==> src/rtl/ld_pkg.sv <==
package ld_pkg;
  localparam int unsigned RGBI_W = 4;
  typedef logic [RGBI_W-1:0] rgbi_t;
  localparam int unsigned NUM_BANKS = 2;
endpackage

==> src/rtl/ld_capture.sv <==
module ld_capture
  import ld_pkg::*;
#(
  parameter int unsigned LINE_MAX = 64,
  parameter int unsigned PER_W    = 12,
  localparam int unsigned AW = $clog2(LINE_MAX),
  localparam int unsigned LW = $clog2(LINE_MAX + 1)
) (
  input  logic             clk_i,
  input  logic             rst_ni,
  input  logic             pix_vld_i,
  input  rgbi_t            pix_i,
  input  logic             line_start_i,
  output logic             wr_en_o,
  output logic             wr_bank_o,
  output logic [AW-1:0]    wr_addr_o,
  output rgbi_t            wr_data_o,
  output logic             cur_bank_o,
  output logic             swap_o,
  output logic [LW-1:0]    len_o,
  output logic [PER_W-1:0] per_o,
  output logic             bank_o
);
  logic             wr_bank;
  logic [LW-1:0]    wr_cnt;
  logic [PER_W-1:0] cyc_cnt;
  logic             started;
  logic             room;

  always_comb begin
    room      = wr_cnt < LW'(LINE_MAX);
    wr_en_o   = pix_vld_i && (line_start_i || room);
    wr_addr_o = line_start_i ? '0 : wr_cnt[AW-1:0];
    wr_bank_o = line_start_i ? ~wr_bank : wr_bank;
    wr_data_o = pix_i;
  end

  assign cur_bank_o = wr_bank;

  always_ff @(posedge clk_i or negedge rst_ni) begin
    if (!rst_ni) begin
      wr_bank <= 1'b0;
      wr_cnt  <= '0;
      cyc_cnt <= '0;
      started <= 1'b0;
      swap_o  <= 1'b0;
      len_o   <= '0;
      per_o   <= '0;
      bank_o  <= 1'b0;
    end else if (line_start_i) begin
      wr_bank <= ~wr_bank;
      wr_cnt  <= pix_vld_i ? LW'(1) : '0;
      cyc_cnt <= '0;
      started <= 1'b1;
      swap_o  <= started;           // first line after reset is not played
      len_o   <= wr_cnt;
      per_o   <= (&cyc_cnt) ? cyc_cnt : cyc_cnt + 1'b1;
      bank_o  <= wr_bank;
    end else begin
      swap_o <= 1'b0;
      if (wr_en_o) wr_cnt <= wr_cnt + 1'b1;
      if (!(&cyc_cnt)) cyc_cnt <= cyc_cnt + 1'b1;
    end
  end

  // write count saturates at the store depth
  p_cnt_sat_r7: assert property (@(posedge clk_i) disable iff (!rst_ni)
    wr_cnt <= LW'(LINE_MAX));

  // the first line start after reset never launches playback
  p_first_quiet_r8: assert property (@(posedge clk_i) disable iff (!rst_ni)
    $rose(started) |-> !swap_o);
endmodule

==> src/rtl/ld_linebuf.sv <==
module ld_linebuf
  import ld_pkg::*;
#(
  parameter int unsigned DEPTH = 64,
  localparam int unsigned AW = $clog2(DEPTH)
) (
  input  logic          clk_i,
  input  logic          we_i,
  input  logic          wbank_i,
  input  logic [AW-1:0] waddr_i,
  input  rgbi_t         wdata_i,
  input  logic          rbank_i,
  input  logic [AW-1:0] raddr_i,
  output rgbi_t         rdata_o
);
  rgbi_t bank_rd [NUM_BANKS];

  for (genvar g = 0; g < NUM_BANKS; g++) begin : g_bank
    rgbi_t mem [DEPTH];
    always_ff @(posedge clk_i) begin
      if (we_i && (wbank_i == g[0])) mem[waddr_i] <= wdata_i;
    end
    assign bank_rd[g] = mem[raddr_i];
  end

  assign rdata_o = bank_rd[rbank_i];
endmodule

==> src/rtl/ld_playback.sv <==
module ld_playback
  import ld_pkg::*;
#(
  parameter int unsigned PER_W = 12,
  parameter int unsigned LW    = 7,
  parameter int unsigned AW    = 6
) (
  input  logic             clk_i,
  input  logic             rst_ni,
  input  logic             swap_i,
  input  logic [LW-1:0]    len_i,
  input  logic [PER_W-1:0] per_i,
  input  logic             bank_i,
  input  logic             wr_bank_i,
  input  rgbi_t            rd_data_i,
  input  logic             scan_en_i,
  input  logic             lowres_i,
  output logic             rd_bank_o,
  output logic [AW-1:0]    rd_addr_o,
  output rgbi_t            pix_o,
  output logic             vld_o,
  output logic             odd_o
);
  logic             act;
  logic             copy;
  logic [PER_W-1:0] pos;
  logic [PER_W-1:0] half;
  logic [LW-1:0]    len;
  logic [PER_W-1:0] half_in;
  logic             in_len;
  logic             dim;

  always_comb begin
    half_in = per_i >> 1;
    if (half_in == '0) half_in = PER_W'(1);
    in_len = act && (pos < PER_W'(len));
    dim    = copy && scan_en_i && lowres_i;
  end

  assign rd_addr_o = pos[AW-1:0];

  always_ff @(posedge clk_i or negedge rst_ni) begin
    if (!rst_ni) begin
      act       <= 1'b0;
      copy      <= 1'b0;
      pos       <= '0;
      half      <= PER_W'(1);
      len       <= '0;
      rd_bank_o <= 1'b0;
    end else if (swap_i) begin
      act       <= 1'b1;
      copy      <= 1'b0;
      pos       <= '0;
      half      <= half_in;
      len       <= len_i;
      rd_bank_o <= bank_i;
    end else if (act) begin
      if (pos == half - 1'b1) begin
        pos <= '0;
        if (copy) begin
          act  <= 1'b0;
          copy <= 1'b0;
        end else begin
          copy <= 1'b1;
        end
      end else begin
        pos <= pos + 1'b1;
      end
    end
  end

  always_ff @(posedge clk_i or negedge rst_ni) begin
    if (!rst_ni) begin
      pix_o <= '0;
      vld_o <= 1'b0;
      odd_o <= 1'b0;
    end else begin
      vld_o <= in_len;
      odd_o <= act && copy;
      pix_o <= (in_len && !dim) ? rd_data_i : '0;
    end
  end

  // each swap restarts playback at the head of the first copy
  p_swap_load_r2: assert property (@(posedge clk_i) disable iff (!rst_ni)
    swap_i |=> (act && !copy && pos == '0));

  // blanked repeat copy drives zero pixels
  p_dim_r5: assert property (@(posedge clk_i) disable iff (!rst_ni)
    (act && copy && scan_en_i && lowres_i) |=> (pix_o == '0));

  // the store being read is never the one being written
  p_pingpong_r9: assert property (@(posedge clk_i) disable iff (!rst_ni)
    (act && !swap_i) |-> (rd_bank_o != wr_bank_i));
endmodule

==> src/rtl/line_doubler.sv <==
module line_doubler
  import ld_pkg::*;
#(
  parameter int unsigned LINE_MAX = 64,
  parameter int unsigned PER_W    = 12,
  localparam int unsigned AW = $clog2(LINE_MAX),
  localparam int unsigned LW = $clog2(LINE_MAX + 1)
) (
  input  logic       clk_i,
  input  logic       rst_ni,
  input  logic       pix_vld_i,
  input  logic [3:0] pix_i,
  input  logic       line_start_i,
  input  logic       scan_en_i,
  input  logic       lowres_i,
  output logic [3:0] pix_o,
  output logic       vld_o,
  output logic       odd_o
);
  logic             wr_en;
  logic             wr_bank;
  logic [AW-1:0]    wr_addr;
  rgbi_t            wr_data;
  logic             cur_bank;
  logic             swap;
  logic [LW-1:0]    len;
  logic [PER_W-1:0] per;
  logic             done_bank;
  logic             rd_bank;
  logic [AW-1:0]    rd_addr;
  rgbi_t            rd_data;

  ld_capture #(.LINE_MAX(LINE_MAX), .PER_W(PER_W)) u_capture (
    .clk_i        (clk_i),
    .rst_ni       (rst_ni),
    .pix_vld_i    (pix_vld_i),
    .pix_i        (pix_i),
    .line_start_i (line_start_i),
    .wr_en_o      (wr_en),
    .wr_bank_o    (wr_bank),
    .wr_addr_o    (wr_addr),
    .wr_data_o    (wr_data),
    .cur_bank_o   (cur_bank),
    .swap_o       (swap),
    .len_o        (len),
    .per_o        (per),
    .bank_o       (done_bank)
  );

  ld_linebuf #(.DEPTH(LINE_MAX)) u_linebuf (
    .clk_i   (clk_i),
    .we_i    (wr_en),
    .wbank_i (wr_bank),
    .waddr_i (wr_addr),
    .wdata_i (wr_data),
    .rbank_i (rd_bank),
    .raddr_i (rd_addr),
    .rdata_o (rd_data)
  );

  ld_playback #(.PER_W(PER_W), .LW(LW), .AW(AW)) u_playback (
    .clk_i     (clk_i),
    .rst_ni    (rst_ni),
    .swap_i    (swap),
    .len_i     (len),
    .per_i     (per),
    .bank_i    (done_bank),
    .wr_bank_i (cur_bank),
    .rd_data_i (rd_data),
    .scan_en_i (scan_en_i),
    .lowres_i  (lowres_i),
    .rd_bank_o (rd_bank),
    .rd_addr_o (rd_addr),
    .pix_o     (pix_o),
    .vld_o     (vld_o),
    .odd_o     (odd_o)
  );
endmodule

==> config.mk <==
export PLATFORM = sky130hd
export DESIGN_NAME = line_doubler
export DESIGN_NICKNAME = d
export VERILOG_FILES = /design/src/rtl/ld_pkg.sv /design/src/rtl/ld_capture.sv /design/src/rtl/ld_linebuf.sv /design/src/rtl/ld_playback.sv /design/src/rtl/line_doubler.sv
export SDC_FILE = /design/constraint.sdc
export NUM_CORES = 1
export LEC_CHECK = 0
export ABC_AREA = 1
export BUFFER_PORTS_ARGS = -buffer_cell sky130_fd_sc_hd__buf_2
export CORE_MARGIN = 8
export CORE_UTILIZATION = 55
export DETAILED_ROUTE_END_ITERATION = 7
export PLACE_DENSITY = 0.81
export SYNTH_ARGS = -nofsm -noshare
export SYNTH_HDL_FRONTEND = slang
export SYNTH_SLANG_ARGS = --single-unit
export TNS_END_PERCENT = 5
==> constraint.sdc <==
create_clock -name clk_i -period 4.26 [get_ports clk_i]
set_input_delay 1.278 -clock clk_i [delete_from_list [all_inputs] [get_ports clk_i]]
set_output_delay 1.278 -clock clk_i [all_outputs]
set_load 0.01 [all_outputs]
; ---- Yosys cells after proc, flatten, opt, wreduce, memory -nomap -nowiden
; Memories as Yosys holds them, arrays and structs flattened.
; Index checks and enable logic that the tools add are counted.
[totals]
ff_bits = 82
ramBits = 512
in_bits = 10
out_inout_bits = 6
word_cells = 73
memories = 2
[op_classes]
add_sub_neg = 4
order_cmp = 3
n_eq_ne = 1
mux = 27
bitwise = 3
n_reduce_logical = 16
[mem_list]
columns = name, depth, word_bits, rd, rd_clocked_by_memory_dff, write_ports, line_no
row1 = u_linebuf.g_bank[0].mem, 64, 4, 1, 0, 1, ld_linebuf.sv:19  ; rgbi_t mem [DEPTH];
row2 = u_linebuf.g_bank[1].mem, 64, 4, 1, 0, 1, ld_linebuf.sv:19
[ops]
columns = cell, count
row1 = $mux W12, 5
row2 = $add A12 B1 Y12 const B, 2
row3 = $mux W4, 4
row4 = $mux W1, 14
row5 = $mux W7, 2
row6 = $eq A12 B12 Y1, 1
row7 = $logic_not A12 Y1, 1
row8 = $lt A12 B7 Y1, 1
row9 = $reduce_and A12 Y1, 1
row10 = $sub A12 B1 Y12 const B, 1
row11 = $mux W11, 1
row12 = $logic_and A1 B1 Y1, 8
row13 = $add A7 B1 Y7 const B, 1
row14 = $lt A7 B7 Y1 const B, 1
row15 = $mux W6, 1
row16 = $reduce_bool A2 Y1, 3
row17 = $ge A2 B2 Y1 const B, 1
row18 = $not A1 Y1, 2
row19 = $not A1 Y2, 1
row20 = $reduce_and A2 Y1, 1
row21 = $logic_not A1 Y1, 1
row22 = $logic_or A1 B1 Y1, 1

; ---- Longest topological paths before layout
[logic_depth]
word_depth = 6
mapped_depth = 16

; ---- Modules after synthesis
; Synthesis repeated with hierarchy kept, for this count alone.
[hier_totals]
hier_cells = 2446
area_unflattened_um2 = 25959.9
[by_module_without_submodules]
columns = module, n_inst, cells_each, area_each_um2, seq_area_each_um2
row1 = ld_linebuf, 1, 1878, 21539.4, 15374.7
row2 = ld_playback, 1, 332, 2431.1, 977.2
row3 = ld_capture, 1, 236, 1989.4, 1051.0

; ---- Worst setup path before layout
; Ideal clock, no wire load.
[synth_path]
path_kind = input-to-reg
from = input line_start_i
to = memory u_linebuf.g_bank[0].mem[48][0] (netlist bit) (enable)
setup_time_ns = 0.329
arrival_time_ns = 2.524
slack_ns = 1.406
cell_stages = 4
cell_sequence = buf_2 nor4_1 nand2_1 nor2_1
[synth_via]
elab_chain_len = 5
word_cells_on_any_way = 8
classes_between = mux (4) / bitwise (1) / reduce/logical (3)
[synth_lines]
columns = item, line_no
row1 = "start, declared", line_doubler.sv:13  ; input logic line_start_i,
row2 = $mux W1 / $logic_or A1 B1 Y1 (equally long branches), "ld_capture.sv:34, ld_capture.sv:32"
row3 = $not A1 Y1 / $logic_and A1 B1 Y1 (equally long branches), "ld_linebuf.sv:21, ld_capture.sv:32"
row4 = $logic_and A1 B1 Y1, ld_linebuf.sv:21  ; if (we_i && (wbank_i == g[0])) mem[waddr_i] <= wdata_i;
row5 = $mux W1, ld_linebuf.sv:21
row6 = $mux W1 (not written as such), ld_linebuf.sv:21
row7 = "end, declared", ld_linebuf.sv:19
; Several ways; a longest one is shown, not always the timed one.

; ---- Worst setup path in the final report
[layout_path]
from = register u_playback.pos[0]
to = register u_playback.pix_o[0]
[layout_via]
elab_chain_len = 5
word_cells_on_any_way = 9
classes_between = order compare (1) / mux (4) / reduce/logical (2) / memory (2)
[layout_lines]
columns = item, line_no
row1 = "start, declared", ld_playback.sv:26  ; logic [PER_W-1:0] pos;
row2 = "start signal, assigned", ld_playback.sv:67  ; pos <= pos + 1'b1;
row3 = $mem_v2 Z64 W4, --
row4 = $mux W4 (not written as such) (3 in a row), ld_linebuf.sv:26  ; assign rdata_o = bank_rd[rbank_i];
row5 = $mux W4 *, ld_playback.sv:80  ; pix_o <= (in_len && !dim) ? rd_data_i : '0;
row6 = "end signal, assigned", ld_playback.sv:80
row7 = "end, declared", ld_playback.sv:20  ; output rgbi_t pix_o,
; Every way passes the cells marked *; elsewhere a longest branch is shown, timed or not. The select of a mux whose other input is x is not followed.
; A chain may end at the register's enable or synchronous reset.

==> summary.txt <==
Detailed routing
  – DRC Markers: 0
  – Post-Route WL: 63.4 mm
  – Pre-antenna DRT Iters: 6
  – WL per Instance: 20.7 µm
  – DR iter-0 viols: 2,580
  – Via count: 18,400
  – Via-to-Cell Ratio: 6.02
  – Final ANT Viol Nets: 0

Global routing
  – Largest net degree at the start of global routing: 149
  – Antenna violations before repair: 0
  – First-pass GRT wire length: 98.8 mm
  – Number of global-route vias before repair: 18,200
  – Gr usage total: 0.233
  – Grt ovf: 0

Logic synthesis
  – #FFs+latches synth: 592
  – Mapped Cells: 2,425
  – Ys async rst share: 0.135
  – Syn_area_per_cell: 10.5 µm²
  – Syn Nets: approximately 2,400
  – Yosys cell types: 42
  – Synthesis Warnings: 0
  – Primary FF master, synth: edfxtp_1
  – Mapped cell area: 25,500 µm²
  – Post-synth EDFFs: a little over 500
  – Share of the yosys chip area belonging to registers: 0.680

STA
  – Unrepaired setup endpoints after global routing: no
  – Slew @ Worst Pin: between 1000 and 1500 ps
  – Slew HR: 0.158
  – Final min period: 3060 ps
  – Fin. Hold Viols: 0
  – Fin crit share: 0.718
  – Worst clock skew: 17.4 ps
  – Worst setup margin: between 1000 and 1500 ps
  – Post-Route Setup TNS: 0 ps
  – Final setup fails: 0
  – Max Slew Vio Count: 0
  – Peak Freq: 327 MHz

Place
  – RD Place Congestion: 0.895
  – Post-Place Worst Slack: 741 ps
  – IO buf count: 15
  – Detailed placement HPWL: 38.7 mm

Layout
  – Number of diodes: 0
  – Layout cells sized above 1: 0.0686
  – Final #Nets: 2,426
  – Layout area overhead: 9.41%

Setup path
  – CP Class: reg -> reg
  – Worst-path cell chain: inv_6, buf_4, nand2_1, nand3_1, nand2_1, nand2_1, nand2_1, inv_1, nand2_1, nand2_1, nand2_1, inv_1, nand2_1, nand2_1, nand2_1, nor2_1
  – Most used cell, CP: nand2_1
  – Family with the most delay on the worst path: buffers and inverters
  – CP max stage delay: 680 ps
  – Critical Path End Type: register
  – Crit path depth: 16
  – CP bufs+invs: 4
  – Critical Path AT: ~3600 ps
  – Startpoint types: register
  – R2r worst-path depth: 16
  – Required @ worst endpoint: 4790 ps
  – Worst path slowest cell: dfrtp_4
  – Worst-path fanout max: 95

CTS
  – Clock Sinks: 592
  – Skew-Pair Late Insertion Delay: 600 ps
  – Total CTS buffers: 56
  – Reg clk slew, reported paths: 70 ps
  – Setup repair bufs after CTS: 0
  – CTS resizes: 0
  – Number of hold buffers added after cts: 0
  – CTS tree: done
  – H-tree depth: 2
  – Clock Path Buffers: 3
  – CTS Root Cell: clkbuf_16

Power and ir drop
  – Leak: approximately 10 nW
  – Logic pwr share: 0.116
  – Internal power: 9.68 mW
  – PD cells: 464 nW/µm²
  – IR drop worst, VDD: ~0.0003 V
  – Sw Share: 0.253
  – Net Sw Power: 3.27 mW
  – Flop pwr share: 0.500
  – Clk pwr share: 0.384

Floorplan
  – Die Y: 232 µm
  – # rows: 79
  – Core Region: 46,200 µm²
  – Die span in x: 232 µm
  – Initial Util: 0.553
  – Die area: 53,600 µm²
  – I/O pins: 16

Worst hold path
  – Hold depth: 2
  – Min-Delay Path Class: reg -> reg

Outcome
  – Status: completed

Flow run
  – Max-cap viol count: 0
per-layer routing:
layer	part of all wire	vias to the layer above	GRT usage
met5	0	-	0
met4	0.047	0	0.119
met3	0.11	214	0.0427
met2	0.47	1210	0.376
met1	0.37	8739	0.302
li1	-	8232	-
metrics by stage:
stage           util  total power [mW]  cell area [µm²]  cells  hold slack [ps]
2_1_floorplan      -              7.51            25500   2425              428
3_3_place_gp   0.565              8.01            26100   2955              453
6_report       0.606              13.0            28000   3056              459
5_1_grt        0.606              13.4            28000   3056              508
3_5_place_dp   0.565              8.05            26100   2955              454
4_1_cts        0.606              13.0            28000   3056              468
worst paths after layout:
check | endpoint | from | slack [ps]
worst min-delay path | u_capture.swap_o$_DFF_PN0_ | u_capture.started$_DFFE_PN0P_ | 460
worst max-delay path | u_playback.pix_o[0]$_DFF_PN0_ | u_playback.pos[0]$_DFFE_PN0P_ | 1200
max in group asynchronous | u_playback.pos[1]$_DFFE_PN0P_ | rst_ni | 2640
worst min register to register | u_capture.swap_o$_DFF_PN0_ | u_capture.started$_DFFE_PN0P_ | 460
min in group asynchronous | u_playback.vld_o$_DFF_PN0_ | rst_ni | 840
worst max register to register | u_playback.pix_o[0]$_DFF_PN0_ | u_playback.pos[0]$_DFFE_PN0P_ | 1200
flip-flops by register name, summed over array words and instances (netlist names):
register	count
u_capture.cyc_cnt	12
u_linebuf.g_bank.mem	512
u_playback.len	7
u_capture.started	1
u_playback.pix_o	4
u_capture.len_o	7
u_capture.per_o	11
u_playback.vld_o	1
u_playback.rd_bank_o	1
u_playback.copy	1
u_capture.swap_o	1
u_capture.wr_cnt	7
u_playback.half	11
u_playback.odd_o	1
u_capture.cur_bank_o	1
u_playback.pos	12
u_capture.bank_o	1
u_playback.act	1
area by class of cell:
class,instances,area (µm²)
tap,607,759
multi-input combinational,1611,7100
inverter,87,334
fill,3406,18200
sequential,592,17400
clock inverter,23,225
clock buffer,78,1630
timing repair buffer,58,523
Yosys cell counts (4+ instances only):
| library cell | number | area (µm²) |
|---|---|---|
| buf_6 | 12 | 135 |
| o211ai_1 | 11 | 82.6 |
| ha_1 | 10 | 125 |
| nor2_1 | 280 | 1050 |
| nand2_1 | 748 | 2810 |
| or2_2 | 4 | 25.0 |
| a21oi_1 | 52 | 260 |
| o22ai_1 | 5 | 31.3 |
| buf_1 | 7 | 26.3 |
| a31oi_1 | 10 | 62.6 |
| clkbuf_1 | 32 | 120 |
| nand3_1 | 344 | 1720 |
| edfxtp_1 | 512 | 15400 |
| o21ai_0 | 81 | 405 |
| xnor2_1 | 8 | 70.1 |
| inv_1 | 83 | 312 |
| dfrtp_1 | 79 | 1980 |
| xor2_1 | 17 | 149 |
| buf_2 | 66 | 330 |
| nand4_1 | 5 | 31.3 |
| o21ai_1 | 5 | 25.0 |
| nor3_1 | 9 | 45.0 |
| buf_4 | 18 | 135 |
layout by cell type (no fill, tap or decap), drive strengths merged, types with 2 or more instances in the layout:
| cell type | netlist | final |
|---|---|---|
| clkinv | 1 | 17 |
| nor2 | 285 | 285 |
| nor4 | 3 | 3 |
| xor2 | 17 | 17 |
| o211ai | 11 | 11 |
| or2 | 5 | 5 |
| edfxtp | 512 | 512 |
| buf | 103 | 58 |
| clkinvlp | 0 | 3 |
| o21ai | 86 | 86 |
| a21oi | 52 | 52 |
| o31ai | 2 | 2 |
| nand2 | 748 | 748 |
| clkbuf | 32 | 78 |
| a311oi | 2 | 2 |
| nand3 | 345 | 345 |
| nand4 | 5 | 5 |
| o22ai | 5 | 5 |
| ha | 10 | 10 |
| bufinv | 0 | 4 |
| nor3 | 10 | 10 |
| inv | 86 | 86 |
| a31oi | 10 | 10 |
| xnor2 | 8 | 8 |
| dfrtp | 79 | 79 |
tightest hold or removal path: stages, from the launching register on:
cell     delay [ps]
dfrtp_1         330
nand2_1          60
inv_1            40
power groups by stage:
stage | combinational, mW | sequential, mW | clock, mW
CTS | 1.48 | 6.47 | 5.01
global placement | 1.42 | 6.59 | 0
detailed placement | 1.46 | 6.59 | 0
floorplan | 0.946 | 6.56 | 0
finish | 1.51 | 6.47 | 4.98
global route | 1.63 | 6.48 | 5.24
logic make-up after synthesis:
logic type / share of synthesized area
buffers and inverters: 0.0421
AO/OA/AOI/OAI: 0.0368
flip-flops: 0.680
multiplexers: 0.000392
adder cells (fa/ha/maj): 0.00490
AND/OR/NAND/NOR: 0.226
XOR/XNOR: 0.00950
(Power assumes the default switching activity.)
